**src/rtl/march_diag_pkg.sv**
```systemverilog
package march_diag_pkg;

  typedef enum logic [2:0] {
    ST_IDLE,
    ST_LOAD_BG,
    ST_RUN_ELEM,
    ST_RET_WR,
    ST_CAPTURE,
    ST_SHIFT_RESP,
    ST_NEXT_ELEM,
    ST_DONE
  } diag_state_e;

  // Operations performed at every address of one element
  typedef struct packed {
    logic rd;
    logic wr;
    logic down;
    logic ret;
  } elem_ops_t;

  localparam int unsigned BASE_ELEMS   = 6;
  localparam int unsigned ELEMS_PER_BG = 3;
  localparam int unsigned RET_WRITES   = 2;

  function automatic int unsigned elem_count(input int unsigned width);
    return BASE_ELEMS + ELEMS_PER_BG * $clog2(width);
  endfunction

endpackage

```
**src/rtl/march_elem_rom.sv**
```systemverilog
module march_elem_rom
  import march_diag_pkg::*;
#(
  parameter int unsigned DATA_W = 16,
  parameter int unsigned IDX_W  = 5
) (
  input  logic [IDX_W-1:0]  idx,
  output elem_ops_t         ops,
  output logic [DATA_W-1:0] pat
);

  always_comb begin
    int unsigned e;
    int unsigned rel;
    int unsigned grp;
    int unsigned sub;
    logic [DATA_W-1:0] bg;
    e   = 32'(idx);
    rel = 0;
    grp = 0;
    sub = 0;
    ops = '0;
    pat = '0;
    bg  = '0;
    if (e < BASE_ELEMS) begin
      // solid background, March C- body
      case (e)
        0: begin ops.wr = 1'b1; pat = bg; end
        1: begin ops.rd = 1'b1; ops.wr = 1'b1; ops.ret = 1'b1; pat = ~bg; end
        2: begin ops.rd = 1'b1; ops.wr = 1'b1; ops.ret = 1'b1; pat = bg; end
        3: begin ops.rd = 1'b1; ops.wr = 1'b1; ops.down = 1'b1; pat = ~bg; end
        4: begin ops.rd = 1'b1; ops.wr = 1'b1; ops.down = 1'b1; pat = bg; end
        default: begin ops.rd = 1'b1; pat = bg; end
      endcase
    end else begin
      rel = e - BASE_ELEMS;
      grp = rel / ELEMS_PER_BG;
      sub = rel % ELEMS_PER_BG;
      // bit groups of size 2**grp alternate
      for (int i = 0; i < int'(DATA_W); i++) begin
        bg[i] = ((i >> grp) & 1) != 0;
      end
      case (sub)
        0: begin ops.wr = 1'b1; pat = bg; end
        1: begin ops.rd = 1'b1; ops.wr = 1'b1; pat = ~bg; end
        default: begin ops.rd = 1'b1; pat = ~bg; end
      endcase
    end
  end

endmodule

```
**src/rtl/bg_serializer.sv**
```systemverilog
module bg_serializer #(
  parameter int unsigned DATA_W = 16
) (
  input  logic              clk,
  input  logic              rst_n,
  input  logic              load,
  input  logic              shift,
  input  logic [DATA_W-1:0] pat,
  output logic              ser_bit
);

  logic [DATA_W-1:0] sreg_q;

  always_ff @(posedge clk or negedge rst_n) begin
    if (!rst_n) begin
      sreg_q <= '0;
    end else if (load) begin
      sreg_q <= pat;
    end else if (shift) begin
      sreg_q <= sreg_q << 1;
    end
  end

  // most significant bit leaves first
  assign ser_bit = sreg_q[DATA_W-1];

endmodule

```
**src/rtl/addr_sweep_cnt.sv**
```systemverilog
module addr_sweep_cnt #(
  parameter int unsigned ADDR_W = 6
) (
  input  logic clk,
  input  logic rst_n,
  input  logic clr,
  input  logic step,
  output logic last
);

  logic [ADDR_W-1:0] cnt_q;

  always_ff @(posedge clk or negedge rst_n) begin
    if (!rst_n) begin
      cnt_q <= '0;
    end else if (clr) begin
      cnt_q <= '0;
    end else if (step) begin
      cnt_q <= cnt_q + 1'b1;
    end
  end

  assign last = (cnt_q == {ADDR_W{1'b1}});

endmodule

```
**src/rtl/march_diag_ctrl.sv**
```systemverilog
module march_diag_ctrl
  import march_diag_pkg::*;
#(
  parameter  int unsigned DATA_W = 16,
  parameter  int unsigned ADDR_W = 6,
  localparam int unsigned NELEM  = elem_count(DATA_W),
  localparam int unsigned IDX_W  = (NELEM > 1) ? $clog2(NELEM) : 1
) (
  input  logic             clk,
  input  logic             rst_n,
  input  logic             start,
  output logic             bg_bit,
  output logic             bg_shift,
  output logic             addr_clr,
  output logic             addr_down,
  output logic             addr_step,
  output logic             mem_rd,
  output logic             mem_wr,
  output logic             ret_mode,
  output logic             scan_sel,
  output logic [IDX_W-1:0] elem_idx,
  output logic             done
);

  localparam int unsigned CNT_W = (DATA_W > 1) ? $clog2(DATA_W) : 1;
  localparam logic [CNT_W-1:0] CNT_BG_LAST  = CNT_W'(DATA_W - 1);
  localparam logic [CNT_W-1:0] CNT_RET_LAST = CNT_W'(RET_WRITES - 1);
  localparam logic [IDX_W-1:0] IDX_LAST     = IDX_W'(NELEM - 1);

  // asynchronous assertion, synchronous release
  logic [1:0] rst_sync_q;
  logic       rst_int_n;

  always_ff @(posedge clk or negedge rst_n) begin
    if (!rst_n) begin
      rst_sync_q <= '0;
    end else begin
      rst_sync_q <= {rst_sync_q[0], 1'b1};
    end
  end
  assign rst_int_n = rst_sync_q[1];

  diag_state_e       state_q, state_d;
  logic [IDX_W-1:0]  elem_q, elem_d;
  logic [CNT_W-1:0]  cnt_q, cnt_d;
  logic              ser_load;
  logic              op_end;
  logic              sweep_last;
  elem_ops_t         ops;
  logic [DATA_W-1:0] pat;

  march_elem_rom #(.DATA_W(DATA_W), .IDX_W(IDX_W)) u_rom (
    .idx (elem_d),
    .ops (ops),
    .pat (pat)
  );

  bg_serializer #(.DATA_W(DATA_W)) u_ser (
    .clk     (clk),
    .rst_n   (rst_int_n),
    .load    (ser_load),
    .shift   (bg_shift),
    .pat     (pat),
    .ser_bit (bg_bit)
  );

  addr_sweep_cnt #(.ADDR_W(ADDR_W)) u_sweep (
    .clk   (clk),
    .rst_n (rst_int_n),
    .clr   (addr_clr),
    .step  (addr_step),
    .last  (sweep_last)
  );

  always_comb begin
    state_d   = state_q;
    elem_d    = elem_q;
    cnt_d     = cnt_q;
    ser_load  = 1'b0;
    op_end    = 1'b0;
    bg_shift  = 1'b0;
    addr_clr  = 1'b0;
    addr_step = 1'b0;
    mem_rd    = 1'b0;
    mem_wr    = 1'b0;
    ret_mode  = 1'b0;
    scan_sel  = 1'b0;
    done      = 1'b0;
    unique case (state_q)
      ST_IDLE, ST_DONE: begin
        done = (state_q == ST_DONE);
        if (start) begin
          state_d  = ST_LOAD_BG;
          elem_d   = '0;
          cnt_d    = '0;
          ser_load = 1'b1;
        end
      end
      ST_LOAD_BG: begin
        bg_shift = 1'b1;
        addr_clr = 1'b1;
        if (cnt_q == CNT_BG_LAST) begin
          cnt_d   = '0;
          state_d = ops.rd ? ST_CAPTURE : ST_RUN_ELEM;
        end else begin
          cnt_d = cnt_q + 1'b1;
        end
      end
      ST_CAPTURE: begin
        mem_rd  = 1'b1;
        cnt_d   = '0;
        state_d = ST_SHIFT_RESP;
      end
      ST_SHIFT_RESP: begin
        scan_sel = 1'b1;
        if (cnt_q == CNT_BG_LAST) begin
          cnt_d = '0;
          if (!ops.wr) begin
            op_end = 1'b1;
          end else begin
            state_d = ops.ret ? ST_RET_WR : ST_RUN_ELEM;
          end
        end else begin
          cnt_d = cnt_q + 1'b1;
        end
      end
      ST_RET_WR: begin
        mem_wr   = 1'b1;
        ret_mode = 1'b1;
        if (cnt_q == CNT_RET_LAST) begin
          cnt_d   = '0;
          state_d = ST_RUN_ELEM;
        end else begin
          cnt_d = cnt_q + 1'b1;
        end
      end
      ST_RUN_ELEM: begin
        mem_wr = 1'b1;
        op_end = 1'b1;
      end
      ST_NEXT_ELEM: begin
        if (elem_q == IDX_LAST) begin
          state_d = ST_DONE;
        end else begin
          elem_d   = elem_q + 1'b1;
          cnt_d    = '0;
          ser_load = 1'b1;
          state_d  = ST_LOAD_BG;
        end
      end
      default: state_d = ST_IDLE;
    endcase
    if (op_end) begin
      addr_step = 1'b1;
      if (sweep_last) begin
        state_d = ST_NEXT_ELEM;
      end else begin
        state_d = ops.rd ? ST_CAPTURE : ST_RUN_ELEM;
      end
    end
  end

  always_ff @(posedge clk or negedge rst_int_n) begin
    if (!rst_int_n) begin
      state_q <= ST_IDLE;
      elem_q  <= '0;
      cnt_q   <= '0;
    end else begin
      state_q <= state_d;
      elem_q  <= elem_d;
      cnt_q   <= cnt_d;
    end
  end

  assign addr_down = ops.down;
  assign elem_idx  = elem_q;

endmodule

```
**config.mk**
```make
export PLATFORM = sky130hd
export DESIGN_NAME = march_diag_ctrl
export DESIGN_NICKNAME = d
export VERILOG_FILES = /design/src/rtl/march_diag_pkg.sv /design/src/rtl/march_elem_rom.sv /design/src/rtl/bg_serializer.sv /design/src/rtl/addr_sweep_cnt.sv /design/src/rtl/march_diag_ctrl.sv
export SDC_FILE = /design/constraint.sdc
export NUM_CORES = 1
export LEC_CHECK = 0
export ABC_AREA = 0
export ABC_CLOCK_PERIOD_IN_PS = 7800
export BUFFER_PORTS_ARGS = -buffer_cell sky130_fd_sc_hd__clkbuf_2
export CAP_MARGIN = 0
export CELL_PAD_IN_SITES_DETAIL_PLACEMENT = 2
export CELL_PAD_IN_SITES_GLOBAL_PLACEMENT = 2
export CORE_AREA = 10 10 112 114
export CTS_CLUSTER_DIAMETER = 200
export CTS_CLUSTER_SIZE = 24
export DETAILED_ROUTE_END_ITERATION = 6
export DIE_AREA = 0 0 122 124
export PLACE_DENSITY = 0.77
export SLEW_MARGIN = 10
export SYNTH_ARGS = -nofsm -noshare
export SYNTH_HDL_FRONTEND = slang
export SYNTH_SLANG_ARGS = --single-unit
```
**constraint.sdc**
```tcl
create_clock -name clk -period 7.8 [get_ports clk]
set_clock_uncertainty 0.15 [all_clocks]
set_input_delay 1.56 -clock clk [delete_from_list [all_inputs] [get_ports clk]]
set_output_delay 1.56 -clock clk [all_outputs]
set_load 0.005 [all_outputs]
```
# Yosys cells after proc, flatten, opt, wreduce, memory -nomap -nowiden
# Cells that the tools add are included.
# word_totals
inputBits,3
register_bits,36
output_inout_bits,15
word_cells,117
# op_classes
n_eq_ne,23
n_lt_le_gt_ge,1
n_addsub,4
n_reduce_logical,17
n_mux,47
shift,16
n_div,2
bitwise_logic,1
# ops
op,n
4-bit by 32-bit >> shifter with 1-bit output (first input constant),8
3-bit by 32-bit >> shifter with 1-bit output (first input constant),4
16-bit 2-to-1 mux,5
1-bit by 32-bit >> shifter with 1-bit output (first input constant),2
2-bit by 32-bit >> shifter with 1-bit output (first input constant),2
32-bit by 2-bit divider with 32-bit output (second input constant),1
32-bit by 1-bit == test with 1-bit output (second input constant),1
32-bit logical NOT,1
32-bit by 2-bit modulo with 32-bit output (second input constant),1
3-bit 2-to-1 mux,9
4-bit case mux with 5 select lines,1
1-bit 2-to-1 mux,18
3-bit case mux with 6 select lines,1
4-bit 2-to-1 mux,4
16-bit inverter,1
3-bit != test (second input constant),5
2-bit OR reduction,7
3-bit == test (second input constant),4
6-bit 2-to-1 mux,2
5-bit by 2-bit == test with 1-bit output (second input constant),2
5-bit 2-to-1 mux,2
5-bit case mux with 2 select lines,1
7-bit nonzero test,1
6-bit by 1-bit adder with 6-bit output (second input constant),1
other kinds (22),27

# Longest topological paths before layout
# logic_depth
ltp_word,15
depth_mapped,28

# By module
# From an unflattened synthesis, not the netlist that was laid out.
# hier_totals
hier_cells,354
hier_area_um2,3076.7
# modules_own_cells
module,cells_each,n_inst,seq_area_each_um2,area_per_inst_um2
march_elem_rom,155,1,0.0,1106.1
march_diag_ctrl,102,1,350.3,947.2
bg_serializer,69,1,400.4,742.0
addr_sweep_cnt,28,1,150.1,281.5

# Worst setup path before layout
# OpenSTA, ideal clock, no wires.
# synth_timing
kind,input to output
from,input start
to,output addr_step
arrival_ns,5.926
n_path_buf,2
cell_stages,20
required_ns,6.090
slack_ns,0.164
cell_sequence,o21a_1 -> o22a_2 -> inv_2 -> ha_1 -> clkbuf_1 -> o211ai_1 -> a2bb2oi_2 -> xnor2_2 -> mux2i_1 -> ha_1 -> o31ai_1 -> o2111a_1 -> buf_4 -> xnor2_2 -> ha_1 -> a21oi_1 -> o211a_4 -> o221ai_4 -> o311ai_2 -> nand2_1
# synth_via
elab_chain_cells,12
elab_cells_between_ends,21
classes_between,add/sub: 1; div: 1; order compare: 1; eq/ne: 5; mux: 9; reduce/logical: 4
# synth_rtl
element,line,text
"start, declared",march_diag_ctrl.sv:11,"input logic start,"
5-bit 2-to-1 mux (*),march_diag_ctrl.sv:92,if (start) begin
5-bit case mux with 2 select lines (*),march_diag_ctrl.sv:89,unique case (state_q)
net elem_d[1],march_diag_ctrl.sv:44,"logic [IDX_W-1:0] elem_q, elem_d;"
5-bit by 3-bit subtractor with 6-bit output,march_elem_rom.sv:36,rel = e - BASE_ELEMS;
32-bit by 2-bit modulo with 32-bit output,march_elem_rom.sv:38,sub = rel % ELEMS_PER_BG;
32-bit by 1-bit == test with 1-bit output or 32-bit logical NOT (tied branches),march_elem_rom.sv:43,case (sub)
2-bit OR reduction (no line),--,
1-bit 2-to-1 mux,march_elem_rom.sv:43,
2-bit 2-to-1 mux (*),march_elem_rom.sv:25,if (e < BASE_ELEMS) begin
1-bit 2-to-1 mux (*),march_diag_ctrl.sv:118,if (!ops.wr) begin
1-bit 2-to-1 mux (*),march_diag_ctrl.sv:116,if (cnt_q == CNT_BG_LAST) begin
1-bit case mux with 2 select lines (*),march_diag_ctrl.sv:89,
1-bit 2-to-1 mux (*),march_diag_ctrl.sv:153,if (op_end) begin
"end, declared",march_diag_ctrl.sv:16,"output logic addr_step,"
# Mark *: on every way through the listed nets, which the timed path passes. The rest lies on a longest branch.

# Worst setup path after layout
# Same ends and word-level chain as after synthesis.

==> flow_metrics.env <==
export IMPL_wl_per_cell_um=20.6
export IMPL_ir_drop_v=0.0000545
export IMPL_ys_ff_latch=36
export IMPL_synth_edf_count=0
export IMPL_die_area_sq_um=15100
export IMPL_critical_path_arrival_ns=5.79
export IMPL_port_buffers=17
export IMPL_fin_crit_ns=7.50
export IMPL_worst_slew_pin_slew_ns=0.909
export IMPL_hold_viol=0
export IMPL_die_w_um=122
export IMPL_critPathKind="input port to primary output"
export IMPL_fp_row_count=37
export IMPL_synth_cells=410
export IMPL_drt_first_iter_violations=245
export IMPL_cp_end_kind="primary output"
export IMPL_cts_tree="built"
export IMPL_cts_buffer_depth=2
export IMPL_synth_nets=424
export IMPL_synthFlopType="dfrtp_1"
export IMPL_p_seq_share_pct=54.6
export IMPL_finalCritPeriodShare_pct=96.2
export IMPL_vias_per_cell=5.78
export IMPL_grt_pass1_wl_um=19400
export IMPL_initial_utilization_pct=33.4
export IMPL_finish_utilization_pct=37.3
export IMPL_worstPathRequired_ns=6.09
export IMPL_h_tree_depth=2
export IMPL_antenna_found_initial=0
export IMPL_vias=3274
export IMPL_place_congestion=0.893
export IMPL_ys_types=81
export IMPL_fin_setup_tns_ns=0
export IMPL_clk_insertion_delay_late_ns=0.30
export IMPL_core_area_sq_um=10200
export IMPL_ant_nets=0
export IMPL_die_h_um=124
export IMPL_yosys_top_cells_area="dfrtp_1 26%, nor2_1 5.4%, nand2_1 4.4%"
export IMPL_max_slew_margin_rel_pct=38.9
export IMPL_overflow=0
export IMPL_final_cells=566
export IMPL_numClockSinks=36
export IMPL_io_pin_count=18
export IMPL_final_common_cell="nor2_1"
export IMPL_comb_power_share_pct=1.5
export IMPL_dp_hpwl_um=8620
export IMPL_p_leak_nw=1.69
export IMPL_dpl_cell_count=556
export IMPL_grt_max_degree=35
export IMPL_synthToLayoutAreaGrowth_pct=11.7
export IMPL_max_freq_mhz=133
export IMPL_power_switching_mw=0.0829
export IMPL_drv_cap=0
export IMPL_drive_gt1_share_pct=18.1
export IMPL_final_cell_mix="49 x nor2_1, 40 x nand2_1, 36 x dfrtp_1"
export IMPL_dpl_cell_area_sq_um=3670
export IMPL_netlist_area_leader_share_pct=26.4
export IMPL_synth_largest_area_cell="dfrtp_1"
export IMPL_setup_violations=0
export IMPL_drc=0
export IMPL_synth_area_sq_um=3420
export IMPL_synth_area_per_cell_sq_um=8.34
export IMPL_root_buffer="clkbuf_8"
export IMPL_powerDensity_nw_per_um2=89.7
export IMPL_drtPass1Iterations=4
export IMPL_clkTransAtPathRegs_ns=0.09
export IMPL_grt_pass1_vias=3609
export IMPL_grt_use_total_pct=15.7
export IMPL_yosysWarnings=0
export IMPL_async_flop_share_pct=100
export IMPL_finalMaxSlewViolations=0
export IMPL_diodes=0
export IMPL_fin_area_sq_um=3820
export IMPL_critPathMaxFanout=7
export IMPL_fin_nets=443
export IMPL_holdBufCountCts=0
export IMPL_ys_seq_area_share_pct=26.4
export IMPL_hold_path_class="flop to asynchronous set/reset pin"
export IMPL_run_status="finished clean"
export IMPL_startpoint_type="input port"
export IMPL_pwr_share_clk_pct=43.9
export IMPL_intPower_mw=0.260
export IMPL_total_power_mw=0.343
export IMPL_numCtsBuffers=5
export IMPL_postRouteWirelength_um=11700
export IMPL_swShare_pct=24.2
## path summary, 6_finish.rpt
check | from | to | slack [ns] | cells after the start
worst max-delay path | start | addr_step | 0.30 | 23
max in group asynchronous | rst_n | rst_sync_q[0] | 6.52 | 1
worst min-delay path | rst_sync_q[1] | u_sweep.cnt_q[0] | 0.15 | 1
worst max register to register | state_q[0] | u_ser.sreg_q[12] | 1.75 | 23
min in group clk | rst_sync_q[0] | rst_sync_q[1] | 0.22 | 0
worst min register to register | rst_sync_q[1] | u_sweep.cnt_q[0] | 0.15 | 1
## sequential cells by signal (all words and copies together) (netlist names)
| signal | count |
|---|---|
| u_ser.sreg_q | 16 |
| cnt_q | 4 |
| rst_sync_q | 2 |
| state_q | 3 |
| elem_idx | 5 |
| u_sweep.cnt_q | 6 |
## power groups by stage
stage	sequential [mW]	combinational, mW	clock (mW)
3_5_place_dp	0.191	0.00547	0
4_1_cts	0.187	0.00548	0.154
5_1_grt	0.187	0.00606	0.163
3_3_place_gp	0.191	0.00533	0
2_1_floorplan	0.193	0.000138	0
6_report	0.187	0.00521	0.150
## Yosys cell counts (4+ instances only)
| cell | count |
|---|---|
| dfrtp_1 | 36 |
| clkbuf_1 | 8 |
| o21a_1 | 4 |
| nand3_1 | 12 |
| a22oi_1 | 8 |
| o21ai_0 | 26 |
| buf_4 | 6 |
| inv_2 | 5 |
| xnor2_1 | 14 |
| ha_1 | 11 |
| or3_1 | 7 |
| and2_1 | 6 |
| mux2i_1 | 12 |
| nand2b_1 | 7 |
| nor2_1 | 49 |
| inv_1 | 10 |
| a21oi_1 | 21 |
| nor3_1 | 12 |
| o211ai_1 | 7 |
| o21ai_1 | 12 |
| a21o_1 | 11 |
| and3_1 | 6 |
| nand2_1 | 40 |
## final cells by class
class                      count  area (sq um)
inverter                      16          62.6
clock buffer                   7          86.3
timing repair buffer          31           190
clock inverter                 1          7.51
sequential                    36           901
tap                          136           170
fill                        1164          6410
multi-input combinational    339          2400
## what timing repair did
item / 4_1_cts / 5_1_grt
endpoints found under the hold margin: 0 / 0
buffers inserted: 1 / 1
setup endpoints to repair: 1 / 1
pin swaps: 1 / 2
resized for setup: 2 / 7
cloned: 0 / 0
## critical path, cell delays in order
cell and delay, ns:
clkbuf_2 0.13, o21a_1 0.16, o22a_2 0.21, inv_2 0.12, ha_2 0.27, buf_4 0.19
o211ai_1 0.12, a2bb2oi_2 0.18, buf_4 0.17, xnor2_4 0.17, mux2i_1 0.16, ha_1 0.29
o31ai_2 0.29, o2111a_2 0.28, xnor2_2 0.13, ha_2 0.27, inv_1 0.07, a31oi_1 0.21
o211ai_1 0.15, a22oi_2 0.26, o311ai_4 0.12, nand2_1 0.13, clkbuf_2 0.13
## stage by stage
| stage | worst slack (ns) | hold WS [ns] |
|---|---|---|
| floorplan | 0.164 | 0.181 |
| global placement | 0.240 | 0.158 |
| detailed placement | -0.0225 | 0.164 |
| CTS | 0.0347 | 0.170 |
| global route | -0.00309 | 0.205 |
| finish | 0.297 | 0.146 |
## cell families after synthesis
group	count (synthesis)	share of synthesized area (%)
adder cells (fa/ha/maj)	12	4.36
multiplexers	12	3.51
other	1	0.110
buffers and inverters	35	4.65
AO/OA/AOI/OAI	139	32.4
XOR/XNOR	17	5.20
AND/OR/NAND/NOR	158	23.4
flip-flops	36	26.4
## routing by layer
metal,global-route usage (%),vias up,share of wire [%]
met1,19.1,1657,44
met3,2.76,12,4.2
met4,4.32,0,1.2
met2,27.9,56,50
met5,0,-,0
li1,-,1549,-
Note: power is estimated with default switching activity, not from simulation.
